===== src/rtl/pulse_pkg.sv =====
package pulse_pkg;
  typedef enum logic [1:0] {
    SEL_DUTY = 2'd0,
    SEL_PLO  = 2'd1,
    SEL_PHI  = 2'd2,
    SEL_NONE = 2'd3
  } wsel_e;

  // Pattern bits indexed by sequence position (bit p = position p).
  function automatic logic [7:0] duty_mask(input logic [1:0] d);
    case (d)
      2'd0:    duty_mask = 8'b0000_0010;
      2'd1:    duty_mask = 8'b0000_0110;
      2'd2:    duty_mask = 8'b0001_1110;
      default: duty_mask = 8'b1111_1001;
    endcase
  endfunction
endpackage


===== src/rtl/pulse_half_rate.sv =====
module pulse_half_rate (
  input  logic clk,
  input  logic rst,
  output logic tick
);
  logic phase;
  always_ff @(posedge clk) begin
    if (rst) phase <= 1'b0;
    else     phase <= ~phase;
  end
  assign tick = phase;
endmodule


===== src/rtl/pulse_regs.sv =====
module pulse_regs #(
  parameter int PER_W = 11,
  parameter int DAT_W = 8,
  localparam int HI_W = PER_W - DAT_W
) (
  input  logic             clk,
  input  logic             rst,
  input  logic             wr_en,
  input  logic [1:0]       wr_sel,
  input  logic [DAT_W-1:0] wr_data,
  input  logic             sweep_upd,
  input  logic [PER_W-1:0] sweep_period,
  output logic [PER_W-1:0] period,
  output logic [1:0]       duty,
  output logic             hi_wr,
  output logic             env_restart
);
  import pulse_pkg::*;

  logic lo_wr, duty_wr;
  assign hi_wr   = wr_en && (wr_sel == SEL_PHI);
  assign lo_wr   = wr_en && (wr_sel == SEL_PLO);
  assign duty_wr = wr_en && (wr_sel == SEL_DUTY);

  always_ff @(posedge clk) begin
    if (rst) begin
      period      <= '0;
      duty        <= 2'd0;
      env_restart <= 1'b0;
    end else begin
      env_restart <= hi_wr;
      if (duty_wr) duty <= wr_data[1:0];
      if (hi_wr || lo_wr) begin
        if (hi_wr) period[PER_W-1:DAT_W] <= wr_data[HI_W-1:0];
        if (lo_wr) period[DAT_W-1:0]     <= wr_data;
      end else if (sweep_upd) begin
        period <= sweep_period;
      end
    end
  end
endmodule


===== src/rtl/pulse_timer.sv =====
module pulse_timer #(
  parameter int PER_W = 11
) (
  input  logic             clk,
  input  logic             rst,
  input  logic             tick,
  input  logic [PER_W-1:0] period,
  output logic [PER_W-1:0] cnt,
  output logic             step
);
  assign step = tick && (cnt == '0);

  always_ff @(posedge clk) begin
    if (rst)       cnt <= '0;
    else if (step) cnt <= period;
    else if (tick) cnt <= cnt - 1'b1;
  end
endmodule


===== src/rtl/pulse_seq.sv =====
module pulse_seq #(
  parameter int SEQ_LEN = 8,
  localparam int IDX_W = $clog2(SEQ_LEN)
) (
  input  logic             clk,
  input  logic             rst,
  input  logic             restart,
  input  logic             step,
  input  logic [1:0]       duty,
  output logic [IDX_W-1:0] idx,
  output logic             bit_on
);
  import pulse_pkg::*;

  logic [SEQ_LEN-1:0] mask;
  assign mask   = duty_mask(duty);
  assign bit_on = mask[idx];

  always_ff @(posedge clk) begin
    if (rst)          idx <= '0;
    else if (restart) idx <= '0;
    else if (step)    idx <= idx - 1'b1;
  end
endmodule


===== src/rtl/pulse_gate.sv =====
module pulse_gate #(
  parameter int PER_W   = 11,
  parameter int VOL_W   = 4,
  parameter int MIN_PER = 8
) (
  input  logic [PER_W-1:0] period,
  input  logic             bit_on,
  input  logic             sweep_mute,
  input  logic             len_on,
  input  logic [VOL_W-1:0] vol,
  output logic [VOL_W-1:0] out
);
  logic audible;
  assign audible = bit_on && !sweep_mute && len_on && (period >= PER_W'(MIN_PER));
  assign out     = audible ? vol : '0;
endmodule


===== src/rtl/pulse_channel.sv =====
module pulse_channel #(
  parameter int PER_W   = 11,
  parameter int DAT_W   = 8,
  parameter int VOL_W   = 4,
  parameter int SEQ_LEN = 8,
  parameter int MIN_PER = 8
) (
  input  logic             clk,
  input  logic             rst,
  input  logic             wr_en,
  input  logic [1:0]       wr_sel,
  input  logic [DAT_W-1:0] wr_data,
  input  logic             sweep_upd,
  input  logic [PER_W-1:0] sweep_period,
  input  logic             sweep_mute,
  input  logic             len_on,
  input  logic [VOL_W-1:0] vol,
  output logic             env_restart,
  output logic [VOL_W-1:0] out
);
  localparam int IDX_W = $clog2(SEQ_LEN);

  logic             tick, step, hi_wr, bit_on;
  logic [PER_W-1:0] period, cnt;
  logic [1:0]       duty;
  logic [IDX_W-1:0] idx;

  pulse_half_rate u_half (.clk(clk), .rst(rst), .tick(tick));

  pulse_regs #(.PER_W(PER_W), .DAT_W(DAT_W)) u_regs (
    .clk(clk), .rst(rst), .wr_en(wr_en), .wr_sel(wr_sel), .wr_data(wr_data),
    .sweep_upd(sweep_upd), .sweep_period(sweep_period),
    .period(period), .duty(duty), .hi_wr(hi_wr), .env_restart(env_restart)
  );

  pulse_timer #(.PER_W(PER_W)) u_timer (
    .clk(clk), .rst(rst), .tick(tick), .period(period), .cnt(cnt), .step(step)
  );

  pulse_seq #(.SEQ_LEN(SEQ_LEN)) u_seq (
    .clk(clk), .rst(rst), .restart(hi_wr), .step(step), .duty(duty),
    .idx(idx), .bit_on(bit_on)
  );

  pulse_gate #(.PER_W(PER_W), .VOL_W(VOL_W), .MIN_PER(MIN_PER)) u_gate (
    .period(period), .bit_on(bit_on), .sweep_mute(sweep_mute), .len_on(len_on),
    .vol(vol), .out(out)
  );
endmodule


===== config.mk =====
export PLATFORM = sky130hd
export DESIGN_NAME = pulse_channel
export DESIGN_NICKNAME = d
export VERILOG_FILES = /design/src/rtl/pulse_pkg.sv /design/src/rtl/pulse_half_rate.sv /design/src/rtl/pulse_regs.sv /design/src/rtl/pulse_timer.sv /design/src/rtl/pulse_seq.sv /design/src/rtl/pulse_gate.sv /design/src/rtl/pulse_channel.sv
export SDC_FILE = /design/constraint.sdc
export NUM_CORES = 1
export LEC_CHECK = 0
export BUFFER_PORTS_ARGS = -buffer_cell sky130_fd_sc_hd__buf_2
export CELL_PAD_IN_SITES_DETAIL_PLACEMENT = 1
export CELL_PAD_IN_SITES_GLOBAL_PLACEMENT = 1
export CORE_ASPECT_RATIO = 0.9
export CORE_MARGIN = 8
export CORE_UTILIZATION = 40
export CTS_CLUSTER_SIZE = 25
export DETAILED_ROUTE_END_ITERATION = 8
export GPL_TIMING_DRIVEN = 0
export HOLD_SLACK_MARGIN = 0.1
export PLACE_DENSITY = 0.89
export SYNTH_ARGS = -nofsm -noshare
export SYNTH_HDL_FRONTEND = slang
export SYNTH_SLANG_ARGS = --single-unit

===== constraint.sdc =====
create_clock -name clk -period 1.83 [get_ports clk]
set_input_delay 0.183 -clock clk [delete_from_list [all_inputs] [get_ports clk]]
set_output_delay 0.183 -clock clk [all_outputs]
set_load 0.005 [all_outputs]

# Word level (Yosys, flattened, before mapping)

Cells that the tools add are included.

Register bits: 29
Output and inout bits: 5
Input port bits: 31
Word-level logic and storage cells: 45

Equality and inequality tests: 6
Multiplexer cells: 10
Add/subtract/negate cells: 2
Bitwise logic cells: 1
Reductions and logical operators: 17
Magnitude comparators: 2

Operators with widths:

| cell                    | number |
|---|---|
| $mux W11                | 4 |
| $pmux W8 S3             | 1 |
| $ge A11 B4 Y1 const B   | 1 |
| $logic_not A11 Y1       | 1 |
| $sub A11 B1 Y11 const B | 1 |
| $mux W8                 | 1 |
| $logic_and A1 B1 Y1     | 7 |
| $eq A2 B1 Y1 const B    | 2 |
| $eq A2 B2 Y1 const B    | 2 |
| $logic_not A2 Y1        | 2 |
| $lt A3 B4 Y1 const B    | 1 |
| $mux W4                 | 1 |
| $ne A2 B1 Y1 const B    | 2 |
| $reduce_and A2 Y1       | 2 |
| $reduce_bool A2 Y1      | 2 |
| $bmux W1 S3             | 1 |
| $mux W3                 | 1 |
| $sub A3 B1 Y3 const B   | 1 |
| $reduce_or A2 Y1        | 1 |
| $logic_not A1 Y1        | 1 |
| $logic_or A1 B1 Y1      | 1 |
| $mux W1                 | 1 |
| $not A1 Y1              | 1 |

# Depth between registers and ports, before layout

Depth after elaboration: 8
Gate-level depth with buffers: 7
Mapped depth without buffers: 6

# Hierarchy

From an unflattened synthesis, not the netlist that was laid out.

Cell total of the unflattened synthesis: 188
Area, all modules: 1662.8 sq um

By module, submodules not included:

| module          | area each (sq um) | times used | seq. area each (sq um) | cells an instance |
|---|---|---|---|---|
| pulse_timer     | 695.7             | 1          | 220.2                  | 82 |
| pulse_regs      | 645.6             | 1          | 280.3                  | 71 |
| pulse_seq       | 217.7             | 1          | 60.1                   | 23 |
| pulse_gate      | 80.1              | 1          | 0.0                    | 10 |
| pulse_half_rate | 23.8              | 1          | 20.0                   | 2 |

# Worst setup path after synthesis

No wires, ideal clock.

Path type: register -> register
Start: reg u_timer.cnt[0]
End: reg u_timer.cnt[10]
Library setup time: 0.115 ns
Required time: 1.715 ns
Arrival: 1.425 ns
Path buffers: 0
Stages on the path, launching flop included: 7
Slack: 0.290 ns
Period minus slack after synthesis: 1.540 ns
Cells stage by stage: dfxtp_1 > inv_1 > ha_1 > nor3b_2 > nand3_1 > o41a_1 > o21ba_1

Word-level cells in the longest chain between the ends: 3
Elaborated cells on any way between the ends: 6
Classes of those cells: 1 x add/sub; 2 x mux; 3 x reduce/logical

Ends and longest elaborated chain:

| item                                                        | line                                 | text |
|---|---|---|
| start, declared                                             | pulse_timer.sv:8                     | `output logic [PER_W-1:0] cnt,` |
| start signal, assigned                                      | pulse_timer.sv:15                    | `else if (step) cnt <= period;` |
| start signal, assigned                                      | pulse_timer.sv:16                    | `else if (tick) cnt <= cnt - 1'b1;` |
| $sub A11 B1 Y11 / $logic_not A11 Y1 (equally long branches) | pulse_timer.sv:16, pulse_timer.sv:11 |  |
| $mux W11 / $logic_and A1 B1 Y1 (equally long branches)      | pulse_timer.sv:16, pulse_timer.sv:11 |  |
| $mux W11 / $reduce_bool A2 Y1 (equally long branches)       | -                                    |  |

Parallel ways exist; a longest one is shown, timed or not. The select of a mux whose other input is x is not followed.
A chain may end at the register's enable or synchronous reset.

# Worst setup path after layout

Start: reg u_regs.duty[1]
End: out out[0]

Word-level cells in the longest chain between the ends: 8
Elaborated cells on any way between the ends: 10
Classes of those cells: 2 x eq/ne; 4 x mux; 4 x reduce/logical

Ends and longest elaborated chain:

| item                                       | line                | text |
|---|---|---|
| start, declared                            | pulse_regs.sv:14    | `output logic [1:0] duty,` |
| start signal, assigned                     | pulse_regs.sv:32    | `if (duty_wr) duty <= wr_data[1:0];` |
| $eq A2 B2 Y1, or another cell as far along | pulse_pkg.sv:11     | `case (d)` |
| $pmux W8 S3 *                              | pulse_pkg.sv:11     |  |
| $bmux W1 S3 *                              | pulse_seq.sv:17     | `assign bit_on = mask[idx];` |
| $mux W1 (not written as such) *            | pulse_seq.sv:17     |  |
| $logic_and A1 B1 Y1 * (3 in a row)         | pulse_gate.sv:14    | `assign audible = bit_on && !sweep_mute && len_on && (period >= PER_W'(MIN_PER));` |
| $mux W4 *                                  | pulse_gate.sv:15    | `assign out = audible ? vol : '0;` |
| end, declared                              | pulse_channel.sv:19 | `output logic [VOL_W-1:0] out` |

Every way passes the cells marked *; elsewhere a longest branch is shown, timed or not. The select of a mux whose other input is x is not followed.

==> flow_summary.yaml <==
sta:
  worst_slack_ns: -0.0798
  fin_crit_sh: 1.04
  hold_viol_final: 0
  post-route-min-period_ns: 1.91
  final_max_slew_viol_count: 0
  finalSetupViolCount: 4
  slew_headroom: 0.539
  worst_pin_slew_ns: 0.691
  max_freq_mhz: 524
  fin_skew_ns: 0.00921
  rsz0062_at_grt: "true"
drt:
  dr.pass1.iters: 4
  vias: 1714
  via_per_inst: 5.79
  wl_mm: 5.67
  routedWlPerCell_um: 19.2
  drc: 0
  drt_iter0_markers: 105
  ant_nets: 0
grt:
  grt-ovfl-total: 0
  antenna_found_initial: 0
  grt_pass1_vias: 1798
  track_usage: 0.158
  grt_first_pass_wirelength_mm: 8.43
  grt_max_degree: 11
final_layout:
  diodes: 0
  nets: 284
  area_growth_pct: 29.8
  fin_cells: 296
  fillers: 497
  postLayoutCoreUtil: 0.543
  drive_gt1_frac: 0.331
logic_synthesis:
  syn_nets: 239
  synth-simple-area-share: 0.301
  synth-xor-area-share: 0.0198
  ys_ff_latch: 29
  synth_area_leader_cell: "dfxtp_1"
  synth_cells: 202
  synthAdderAreaFrac: 0.0441
  netlist-cell-type-count: 53
  yosysTopAreaCellShare: 0.341
  avgSynthCellArea_um2: 8.44
  synth_mux_area_frac: 0.0117
  synth_compound_area_frac: 0.222
  ys_seq_area_frac: 0.341
  synth_top_family_by_area: "simple AND/OR/NAND/NOR gates"
  netlist_area_mm2: 0.00170
  yosys-top-cells-area: "dfxtp_1, a311oi_2, ha_1"
  yosysWarnings: 0
clocking:
  cts_buffers: 5
  holdBufCountCts: 0
  cts_num_sinks: 29
  cts-root-buf: "clkbuf_8"
  cts_tree: "done"
  insertion_delay_ns: 0.29
  clk_pin_slew_ns: 0.07
  htreeDepth: 2
  clockBufferDepth: 2
power_and_ir_drop:
  pwr-share-clk: 0.321
  combPwrFrac: 0.303
  max-vdd-ir-drop_uv: 556
  leakage_nw: 0.876
  power.share.sequential: 0.376
  p_switching_mw: 0.762
  power_density_mw_per_mm2: 1010
  p_sw_frac: 0.342
  p_int_mw: 1.47
place:
  portBuffers: 34
  place_inst: 284
  place_congestion: 0.820
  hpwl_mm: 3.78
critical_path:
  cp_data_required_time_ns: 1.65
  critPathArrivalTime_ns: 1.73
  path_buf_inv: 1
  crit_slowest_cell: "dfxtp_4"
  path_max_fanout: 4
  max_stage_delay_ns: 0.38
  crit_family: "compound AO/OA/AOI/OAI gates"
  endpoint_kind: "output pin"
  path_class: "reg -> out"
  crit_chain: "ha_4 -> nor2_4 -> a211oi_4 -> o311ai_4 -> nor2_1 -> buf_2"
  start_kind: "register"
die:
  dieArea_mm2: 0.00661
  fp.dieH_um: 77.9
  die_x_um: 84.8
  initial_core_util: 0.418
  rows: 22
  core_mm2: 0.00407
  io-pin-count: 36
run:
  cap_violations: 0
outcome:
  violations: "setup timing"
  status: "finished, violations left"
min_path:
  hold_path.class: "in -> reg"
## registers in the layout (all words and copies together) (netlist names)
| register | flops |
|---|---|
| u_regs.period | 11 |
| u_timer.cnt | 11 |
| u_seq.idx | 3 |
| u_regs.env_restart | 1 |
| u_half.tick | 1 |
| u_regs.duty | 2 |
## worst min-delay path, delay by kind of cell
family / cells / cell delay [ns]
buffers and inverters: 1 / 0.08
and+or+nand+nor: 1 / 0.07
muxes: 1 / 0.06
## power by group through the flow
| stage | clock [mW] | sequential (mW) | combinational (mW) |
|---|---|---|---|
| 2_1_floorplan | 0 | 0.799 | 0.446 |
| 3_3_place_gp | 0 | 0.820 | 0.570 |
| 3_5_place_dp | 0 | 0.823 | 0.596 |
| 4_1_cts | 0.719 | 0.815 | 0.607 |
| 5_1_grt | 0.757 | 0.854 | 0.743 |
| 6_report | 0.715 | 0.840 | 0.676 |
## final timing paths
path,depth (start not counted),slack [ns],endpoint,start
worst max register to register,6,0.03,u_timer.cnt[10],u_timer.cnt[0]
worst min-delay path,3,0.13,u_regs.duty[1],wr_data[1]
worst max-delay path,6,-0.08,out[0],u_regs.duty[1]
worst min register to register,2,0.51,u_timer.cnt[0],u_regs.period[0]
## through the flow
| step | hold WS, ns | cell area (um^2) | power, mW | worst slack (ns) | setup TNS [ns] |
|---|---|---|---|---|---|
| after detailed placement | 0.441 | 1930 | 1.42 | -0.0281 | -0.0403 |
| after global routing | 0.134 | 2210 | 2.35 | -0.141 | -0.501 |
| after floorplan | 0.322 | 1700 | 1.25 | 0.290 | 0 |
| final | 0.134 | 2210 | 2.23 | -0.0798 | -0.185 |
| after global placement | 0.433 | 1930 | 1.39 | 0.0979 | 0 |
| after CTS | 0.136 | 2070 | 2.14 | -0.106 | -0.357 |
## cells by family after synthesis
kind of cell / Yosys count
buffers and inverters: 23
AND/OR/NAND/NOR: 92
multiplexers: 2
XOR/XNOR: 3
AO/OA/AOI/OAI: 47
flip-flops: 29
adder cells (fa/ha/maj): 6
## layout make-up
type | count | area [um^2] | share of cell area
flip-flops and latches | 29 | 591 | 0.267
well taps | 48 | 60.1 | 0.0271
clock inverters | 1 | 30.0 | 0.0136
inverters | 13 | 51.3 | 0.0232
plain buffers | 10 | 57.6 | 0.0260
clock buffers | 7 | 86.3 | 0.0390
repair buffers | 38 | 200 | 0.0905
multi-input cells | 150 | 1140 | 0.514
## what timing repair did
| action | in CTS | in global routing |
|---|---|---|
| setup endpoints to repair | 4 | 7 |
| buffers inserted | 1 | 4 |
| gates resized for setup | 7 | 23 |
| pin swaps | 3 | 8 |
## per-layer routing
metal	vias up	GRT usage	part of all wire
li1	827	-	-
met1	817	0.177	0.42
met2	55	0.273	0.50
met3	15	0.0537	0.049
met4	0	0.0586	0.037
met5	-	0	0
## cell usage in the layout (no fill, tap or decap), types with 4 or more instances in the layout
master    Yosys  layout
inv_1        13      12
nand3_1      14      14
a31oi_1       4       4
dfxtp_1      29      25
a311oi_2      5       5
ha_1          6       4
nand2_1      10      10
a21oi_1      12      12
clkbuf_1      3       4
nor3_1       12      12
clkbuf_8      0       6
nand2b_1      7       7
or3_1         4       4
nor2_1       20      17
buf_4         2       6
buf_2         2      35
a211oi_1      9       7
## cell usage after synthesis (all sizes together)
library cell,n
o21ba,1
a311oi,5
nand3b,3
a32oi,1
inv,13
nor3,12
nor4b,1
a41oi,1
xor2,2
or2,1
and4bb,1
nand2b,7
a2bb2oi,1
a31oi,4
o41a,1
nor2b,2
o21ai,4
a21oi,12
nand3,14
nand4,3
or3,4
nor2,21
nand4b,1
clkbuf,3
mux2i,2
a211oi,10
nor3b,2
nor4,3
ha,6
and4,1
a22oi,1
nand2,11
o311ai,2
xnor2,1
and3,3
o2bb2ai,1
o32ai,2
a21boi,1
dfxtp,29
and2,2
buf,7
(Power assumes the default switching activity.)
